## config.mk

```make
export PLATFORM = sky130hd
export DESIGN_NAME = prot_code_unit
export DESIGN_NICKNAME = d
export VERILOG_FILES = /design/src/rtl/prot_code_pkg.sv /design/src/rtl/prot_code_enc.sv /design/src/rtl/prot_chk_en_ctrl.sv /design/src/rtl/prot_rx_check.sv /design/src/rtl/prot_code_unit.sv
export SDC_FILE = /design/constraint.sdc
export NUM_CORES = 1
export LEC_CHECK = 0
export ABC_CLOCK_PERIOD_IN_PS = 920
export BUFFER_PORTS_ARGS = -buffer_cell sky130_fd_sc_hd__buf_4
export CORE_MARGIN = 8
export CORE_UTILIZATION = 38
export CTS_CLUSTER_DIAMETER = 50
export CTS_CLUSTER_SIZE = 30
export DETAILED_ROUTE_END_ITERATION = 6
export PLACE_DENSITY = 0.9
export SYNTH_ARGS = -nofsm -noshare
export SYNTH_HDL_FRONTEND = slang
export SYNTH_SLANG_ARGS = --single-unit
```

## constraint.sdc

```tcl
create_clock -name clk_i -period 0.92 [get_ports clk_i]
set_clock_uncertainty 0.05 [all_clocks]
set_input_delay 0.046 -clock clk_i [delete_from_list [all_inputs] [get_ports clk_i]]
set_output_delay 0.046 -clock clk_i [all_outputs]
set_load 0.02 [all_outputs]
```

## src/rtl/prot_code_pkg.sv

```systemverilog
package prot_code_pkg;
  localparam int DATA_W = 15;
  localparam int CHK_W  = 6;
  localparam int BYTE_W = 8;
  localparam int BUS_W  = 2 * BYTE_W;
  localparam int MODE_W = 2;

  typedef enum logic [1:0] {
    PH_IU  = 2'd0,
    PH_CMD = 2'd1,
    PH_MSG = 2'd2,
    PH_STS = 2'd3
  } phase_e;

  // one row per check bit, bit i set when data bit i feeds it
  localparam logic [CHK_W-1:0][DATA_W-1:0] CHK_MASK = {
    15'h5677, 15'h7D4C, 15'h3EA6, 15'h1F53, 15'h59DE, 15'h2CEF
  };

  function automatic logic is_protected(input logic [1:0] ph);
    return ph != PH_IU;
  endfunction
endpackage

```

## src/rtl/prot_code_enc.sv

```systemverilog
module prot_code_enc
  import prot_code_pkg::*;
#(
  parameter int IN_W  = DATA_W,
  parameter int OUT_W = CHK_W
) (
  input  logic [IN_W-1:0]  data_i,
  output logic [OUT_W-1:0] chk_o
);
  for (genvar k = 0; k < OUT_W; k++) begin : g_bit
    assign chk_o[k] = ^(data_i & CHK_MASK[k]);
  end
endmodule

```

## src/rtl/prot_chk_en_ctrl.sv

```systemverilog
module prot_chk_en_ctrl
  import prot_code_pkg::*;
#(
  parameter int MW = MODE_W
) (
  input  logic          clk_i,
  input  logic          rst_ni,
  input  logic          en_req_i,
  input  logic          hard_reset_i,
  input  logic          port_reset_msg_i,
  input  logic [MW-1:0] xcvr_mode_i,
  output logic          chk_en_o,
  output logic [MW-1:0] mode_q_o
);
  logic          chk_en_q;
  logic [MW-1:0] mode_q;
  logic          kill;

  assign kill = hard_reset_i | port_reset_msg_i | (xcvr_mode_i != mode_q);

  always_ff @(posedge clk_i or negedge rst_ni) begin
    if (!rst_ni) begin
      chk_en_q <= 1'b0;
      mode_q   <= '0;
    end else begin
      mode_q <= xcvr_mode_i;
      if (kill)          chk_en_q <= 1'b0;
      else if (en_req_i) chk_en_q <= 1'b1;
    end
  end

  assign chk_en_o = chk_en_q;
  assign mode_q_o = mode_q;
endmodule

```

## src/rtl/prot_rx_check.sv

```systemverilog
module prot_rx_check
  import prot_code_pkg::*;
(
  input  logic             clk_i,
  input  logic             rst_ni,
  input  logic             valid_i,
  input  logic [BUS_W-1:0] bus_i,
  input  logic [1:0]       phase_i,
  input  logic             chk_en_i,
  output logic             err_o
);
  localparam int PAD_W = DATA_W - BYTE_W;

  logic [CHK_W-1:0] regen;
  logic [CHK_W-1:0] rcvd;
  logic             mismatch;
  logic             err_q;
  logic [BUS_W-CHK_W-BYTE_W-1:0] unused_pad;

  prot_code_enc #(.IN_W(DATA_W), .OUT_W(CHK_W)) u_regen (
    .data_i({{PAD_W{1'b0}}, bus_i[BYTE_W-1:0]}),
    .chk_o (regen)
  );

  assign rcvd       = bus_i[BYTE_W +: CHK_W];
  assign unused_pad = bus_i[BUS_W-1:BYTE_W+CHK_W];
  assign mismatch   = regen != rcvd;

  always_ff @(posedge clk_i or negedge rst_ni) begin
    if (!rst_ni) err_q <= 1'b0;
    else         err_q <= valid_i & chk_en_i & is_protected(phase_i) & mismatch;
  end

  assign err_o = err_q;
endmodule

```

## src/rtl/prot_code_unit.sv

```systemverilog
module prot_code_unit
  import prot_code_pkg::*;
(
  input  logic        clk_i,
  input  logic        rst_ni,
  input  logic [14:0] tx_data_i,
  output logic [7:0]  tx_check_o,
  input  logic        rx_valid_i,
  input  logic [15:0] rx_bus_i,
  input  logic [1:0]  phase_i,
  input  logic        en_req_i,
  input  logic        hard_reset_i,
  input  logic        port_reset_msg_i,
  input  logic [1:0]  xcvr_mode_i,
  output logic        err_o
);
  logic [CHK_W-1:0]  tx_chk;
  logic              chk_en_q;
  logic [MODE_W-1:0] mode_q;

  prot_code_enc #(.IN_W(DATA_W), .OUT_W(CHK_W)) u_tx_enc (
    .data_i(tx_data_i),
    .chk_o (tx_chk)
  );

  assign tx_check_o = {{(BYTE_W-CHK_W){1'b0}}, tx_chk};

  prot_chk_en_ctrl #(.MW(MODE_W)) u_en (
    .clk_i           (clk_i),
    .rst_ni          (rst_ni),
    .en_req_i        (en_req_i),
    .hard_reset_i    (hard_reset_i),
    .port_reset_msg_i(port_reset_msg_i),
    .xcvr_mode_i     (xcvr_mode_i),
    .chk_en_o        (chk_en_q),
    .mode_q_o        (mode_q)
  );

  prot_rx_check u_rx (
    .clk_i   (clk_i),
    .rst_ni  (rst_ni),
    .valid_i (rx_valid_i),
    .bus_i   (rx_bus_i),
    .phase_i (phase_i),
    .chk_en_i(chk_en_q),
    .err_o   (err_o)
  );
endmodule

```

==> run summary, run 1 <==
The flow did not finish. The stage where the run came to a stop is clock tree synthesis. The first error in the log reads "[ERROR DPL-0038] Utilization greater than 100%, impossible to legalize". The number of core rows came out at 14. After clock tree synthesis, the setup repair step added 2 buffers.

The fraction of the mapped netlist area in simple logic gates works out to 0.0768. The clock net in this run drives a total of 4 sinks. Main combinational cell family by area after synthesis: XOR/XNOR gates. Dividing the synthesized area by the synthesized cell count gives 9.11 um^2. Counting along the longest clock path gives a buffer depth of 2. The multiplexer share of the synthesized area is 0. The logs give 1890 um for the placed wire-length estimate and 1 for the number of H-tree levels. The parity-gate share of the synthesized area counting xor and xnor cells was 0.677. The logs give 0.162 for the part of the Yosys area used for sequential elements and 142 for the number of placed instances, taps included. The effective utilization at floorplan was 0.406; the number of port buffers was 45. TritonCTS created 3 clock buffers. The floorplan step set the die width to 56.4 um. Routability-driven placement finished with a final weighted congestion of 0.708. The tree is rooted in a clkbuf_4.

The synthesized instance count came out at 68. The share of synthesized cell area in full adder, half adder and majority cells was 0; the vertical extent of the die was 56.4 um. The Yosys step of the flow raised 0 warnings. The synthesis-stage register bit count was 4; the post-synthesis compound-gate area fraction was 0.0485. The number of gates resized after CTS was 35. The distinct cell type count of the synthesized netlist came out at 16.

In this run the cell area of the synthesized design comes to 619 um^2. The tools report the number of hold buffers added after cts as 3. Pin placement for this block handled 50 I/O pins.
synthesized netlist by cell type:
cell type | number | area share
xor2_2 | 1 | 0.026
inv_1 | 1 | 0.0061
nand2b_1 | 1 | 0.010
xor2_1 | 7 | 0.099
nor3_1 | 2 | 0.016
dfrtp_1 | 4 | 0.16
a22oi_2 | 1 | 0.020
xnor2_1 | 39 | 0.55
o211ai_1 | 1 | 0.012
nand3_1 | 3 | 0.024
a21oi_1 | 1 | 0.0081
buf_4 | 2 | 0.024
conb_1 | 1 | 0.0061
nor2_1 | 1 | 0.0061
or3_1 | 2 | 0.020
o21ai_0 | 1 | 0.0081
cells by family after synthesis:
group	after synthesis
xor+xnor	47
simple gates	9
compound gates	4
flops	4
buf+inv	3
other cells	1
metrics by stage:
| step | hold slack (ps) | util | TNS, ps | worst slack, ps | area, um^2 |
|---|---|---|---|---|---|
| after detailed placement | -204 | 0.816 | -2030 | -394 | 1240 |
| after global placement | -208 | 0.816 | -1840 | -341 | 1240 |
| after floorplan | -300 | - | -516 | -168 | 796 |
==> run 2: changes to the inputs <==
--- a/config.mk
+++ b/config.mk
@@ -7,12 +7,10 @@
 export LEC_CHECK = 0
 export ABC_CLOCK_PERIOD_IN_PS = 920
 export BUFFER_PORTS_ARGS = -buffer_cell sky130_fd_sc_hd__buf_4
-export CORE_MARGIN = 8
-export CORE_UTILIZATION = 38
-export CTS_CLUSTER_DIAMETER = 50
-export CTS_CLUSTER_SIZE = 30
+export CORE_AREA = 8 8 69 71
 export DETAILED_ROUTE_END_ITERATION = 6
-export PLACE_DENSITY = 0.9
+export DIE_AREA = 0 0 77 79
+export PLACE_DENSITY_LB_ADDON = 0.15
 export SYNTH_ARGS = -nofsm -noshare
 export SYNTH_HDL_FRONTEND = slang
 export SYNTH_SLANG_ARGS = --single-unit
==> run summary, run 2 <==
The final reports fail on negative setup slack. Setup violations remaining at the end of the flow were counted as 7. The run gives 0 as the sum of overflow across all layers after global routing.

The run gives 0 as the number of max-cap violations. The clock slew at the register clock pins of the worst setup and hold paths is 30 ps. The run gives 0.0733 as the combined global-route utilization of all metal layers. The clock insertion delay at the later pin of the skew report was 210 ps. The run gives 0.863 GHz as the highest clock rate.

The register with the most flip-flops in the layout has 2 of them. For the number of max-slew violations in the final report, the log shows 0. For the diode insertion count for antenna repair, the log shows 0. Number of antenna violations at the first check in global routing: 0. The synthesized design spends more area on one cell type than any other, namely xnor2_1.

The vertical extent of the die is 79 um (+40%). The library cells used most frequently in the layout, excluding fill and tap cells, are buf_4 (47), xnor2_2 (19), xnor2_1 (14). The first global-routing pass estimated 3650 um of wire. The ratio of routed vias to standard cells is 3.59.

The tools report the launch point of the worst reg-to-reg path as u_en.mode_q_o[1]. The worst-path cell with the longest stage delay is xnor2_2. For the final worst setup slack, the log shows -239 ps.

For the minimum setup slack after placement, the log shows -365 ps (+28.9 ps). The share of flip-flops with an asynchronous set or reset after synthesis is 1.00 (unchanged). STA classifies the critical path startpoint as an input pin. The worst hold path belongs to the class in -> reg. Summing over every cut layer, the via total after detailed routing is 653.

The share of layout cells above drive strength 1 is 0.727. The detailed router finished its first iteration with 6 violations. The critical path goes through buf_12 -> xnor2_4 -> xnor2_2 -> xnor2_1 -> xnor2_1 -> buf_4. The leading cell type by number of instances after synthesis was xnor2_1.

STA puts the critical path data required time at 820 ps. The most numerous cell type found on the critical path is xnor2_1. On the worst path, the slowest cell contributes a delay of 260 ps.

For flop-to-flop paths, the worst setup slack is 90 ps. The end of the worst register-to-register path was u_en.chk_en_o. The tools report the number of core rows as 23 (+9). Sorting the synthesized cells by how often they occur yields xnor2_1 (39), xor2_1 (7), dfrtp_1 (4). Number of global-route vias before repair: 773. Number of port buffers: 45 (unchanged). The routed length per instance was 11.3 um; the residual DRC count was 0. By area the synthesized netlist is led by xnor2_1 (55%), dfrtp_1 (16%), xor2_1 (9.9%).

Dividing total power by cell area gives a power density of 1290 nW/um^2. The tools report the part of the Yosys area used for sequential elements as 0.162 (unchanged). The floorplan step defined a core boundary enclosing 3800 um^2. Number of H-tree levels: 1 (unchanged). In this run the static leakage power is 0.000722 uW. For the worst setup path, the data arrival time is 1060 ps.

The flow ran to the end, but the final reports show violations. The logs give 3 (unchanged) for the total CTS buffers and 0.428 for the final core utilization. The logs give 619 um^2 (unchanged) for the post-synthesis instance area and 2060 um for the sum of routed wire length over all layers. Across the VDD grid, the largest voltage drop is 0.000342 V. The final count of hold timing violations was 0; the number of nets in the final layout was 175. The number of enable-type register cells in the synthesized netlist is 0 (unchanged). Start point of the worst min-delay path: xcvr_mode_i[1]. The worst-path maximum fanout is 2. Setup repair after global routing could not meet its margin everywhere. Kind of end point of the critical path: an output port.

For this run, the detailed router's first-pass iteration total came to 2. The run gives 4 (unchanged) as the total number of clock tree sinks. Leaving out fill and tap cells, the most frequent cell in the layout is buf_4. Ratio of final minimum period to clock period: 1.26. The largest buffer count on any clock path is 2 (unchanged), and the minimum clock period is 1160 ps. The tools report the routability congestion estimate from global placement as 0.678 (-4.3%). Synthesis-stage register bit count: 4 (unchanged). The tools report the maximum number of pins on one net before global-route repair as 5. By startpoint and endpoint, the worst setup path is classified as in -> out. The number of cells on the worst reg-to-reg path is 2. For the effective utilization at floorplan, the log shows 0.163 (-0.243).

TritonCTS built the clock tree. The run gives 0 (unchanged) as the number of warnings issued by yosys. From synthesis to final layout, the design area changed by 162%. Synthesized instance count: 68 (unchanged). The hold path depth came out at 1. The primary flip-flop cell chosen by synthesis mapping is dfrtp_1. The x dimension of the die was 77 um (+37%). The post-detailed-route count of antenna-violating nets came out at 0.

The average cell area after synthesis is 9.11 um^2 (unchanged). The terminating pin of the worst hold path is u_en.mode_q_o[1]. Fraction of post-synthesis cell area in the top cell type by area: 0.552 (unchanged). The run gives 50 (unchanged) as the number of primary I/O pins. The logs give 16 (unchanged) for the distinct cell type count of the synthesized netlist and 6080 um^2 for the full die area.

The clock root buffer master was clkbuf_8.
run 2: cell counts after synthesis:
Identical to the previous run, type by type.
run 2: final cells by class:
class	count	area [um^2]
fill	354	2170
multi-input combinational	62	851
sequential	4	100
inverter	1	3.75
timing repair buffer	62	566
tap	50	62.6
clock buffer	3	41.3
run 2: power by group:
part,internal (uW),switching (uW)
Sequential,183,3.08
Combinational,883,665
Clock,278,82.5
run 2: through the flow:
step                std cells  instance area [um^2]  TNS, ps  power (uW)  hold WS, ps
detailed placement        175                  1280    -2030        1500         -206
CTS                       181                  1580    -1320        2090         47.7
global placement          175                  1280    -2070        1500         -206
floorplan                  69                   796     -516        1000         -300
finish                    182                  1620    -1300        2090         43.3
global route              182                  1620    -1700        2230         46.0
run 2: cells by family after synthesis:
group,Yosys count,share of synthesized area
compound gates,4,0.0485
xor+xnor,47,0.677
buf+inv,3,0.0303
flops,4,0.162
other cells,1,0.00605
simple gates,9,0.0768
run 2: timing repair:
| item | CTS | global route |
|---|---|---|
| hold endpoints to repair | 6 | 0 |
| endpoints found under the setup margin | 7 | 8 |
| setup buffers | 0 | 2 |
| gates resized for setup | 36 | 9 |
| hold buffers | 3 | 0 |
| pin swaps | 21 | 17 |
run 2: metal layers:
layer | share of wire | wire, um | vias to the layer above | track usage
met3 | 0.066 | 136 | 0 | 0.0158
met2 | 0.61 | 1250 | 27 | 0.143
met1 | 0.33 | 678 | 291 | 0.0746
li1 | - | - | 335 | -
met4 | 0 | 0 | 0 | 0.0283
met5 | 0 | 0 | - | 0
run 2: how the worst max path moves through the flow:
| stage | startpoint | to | cells past startpoint | slack [ps] |
|---|---|---|---|---|
| 2_1_floorplan | rx_bus_i[1] | u_rx.err_o | 5 | -170 |
| 3_3_place_gp | rx_bus_i[2] | u_rx.err_o | 6 | -360 |
| 3_5_place_dp | rx_bus_i[1] | u_rx.err_o | 6 | -370 |
| 4_1_cts | tx_data_i[11] | tx_check_o[2] | 6 | -220 |
| 5_1_grt | tx_data_i[1] | tx_check_o[5] | 6 | -310 |
| 6_report | tx_data_i[1] | tx_check_o[5] | 6 | -240 |
run 2: critical path, delay by kind of cell:
family / cells / cell delay (ps)
XOR/XNOR: 4 / 730
buffers and inverters: 2 / 280
No activity file was read; power rests on OpenSTA's default activity.
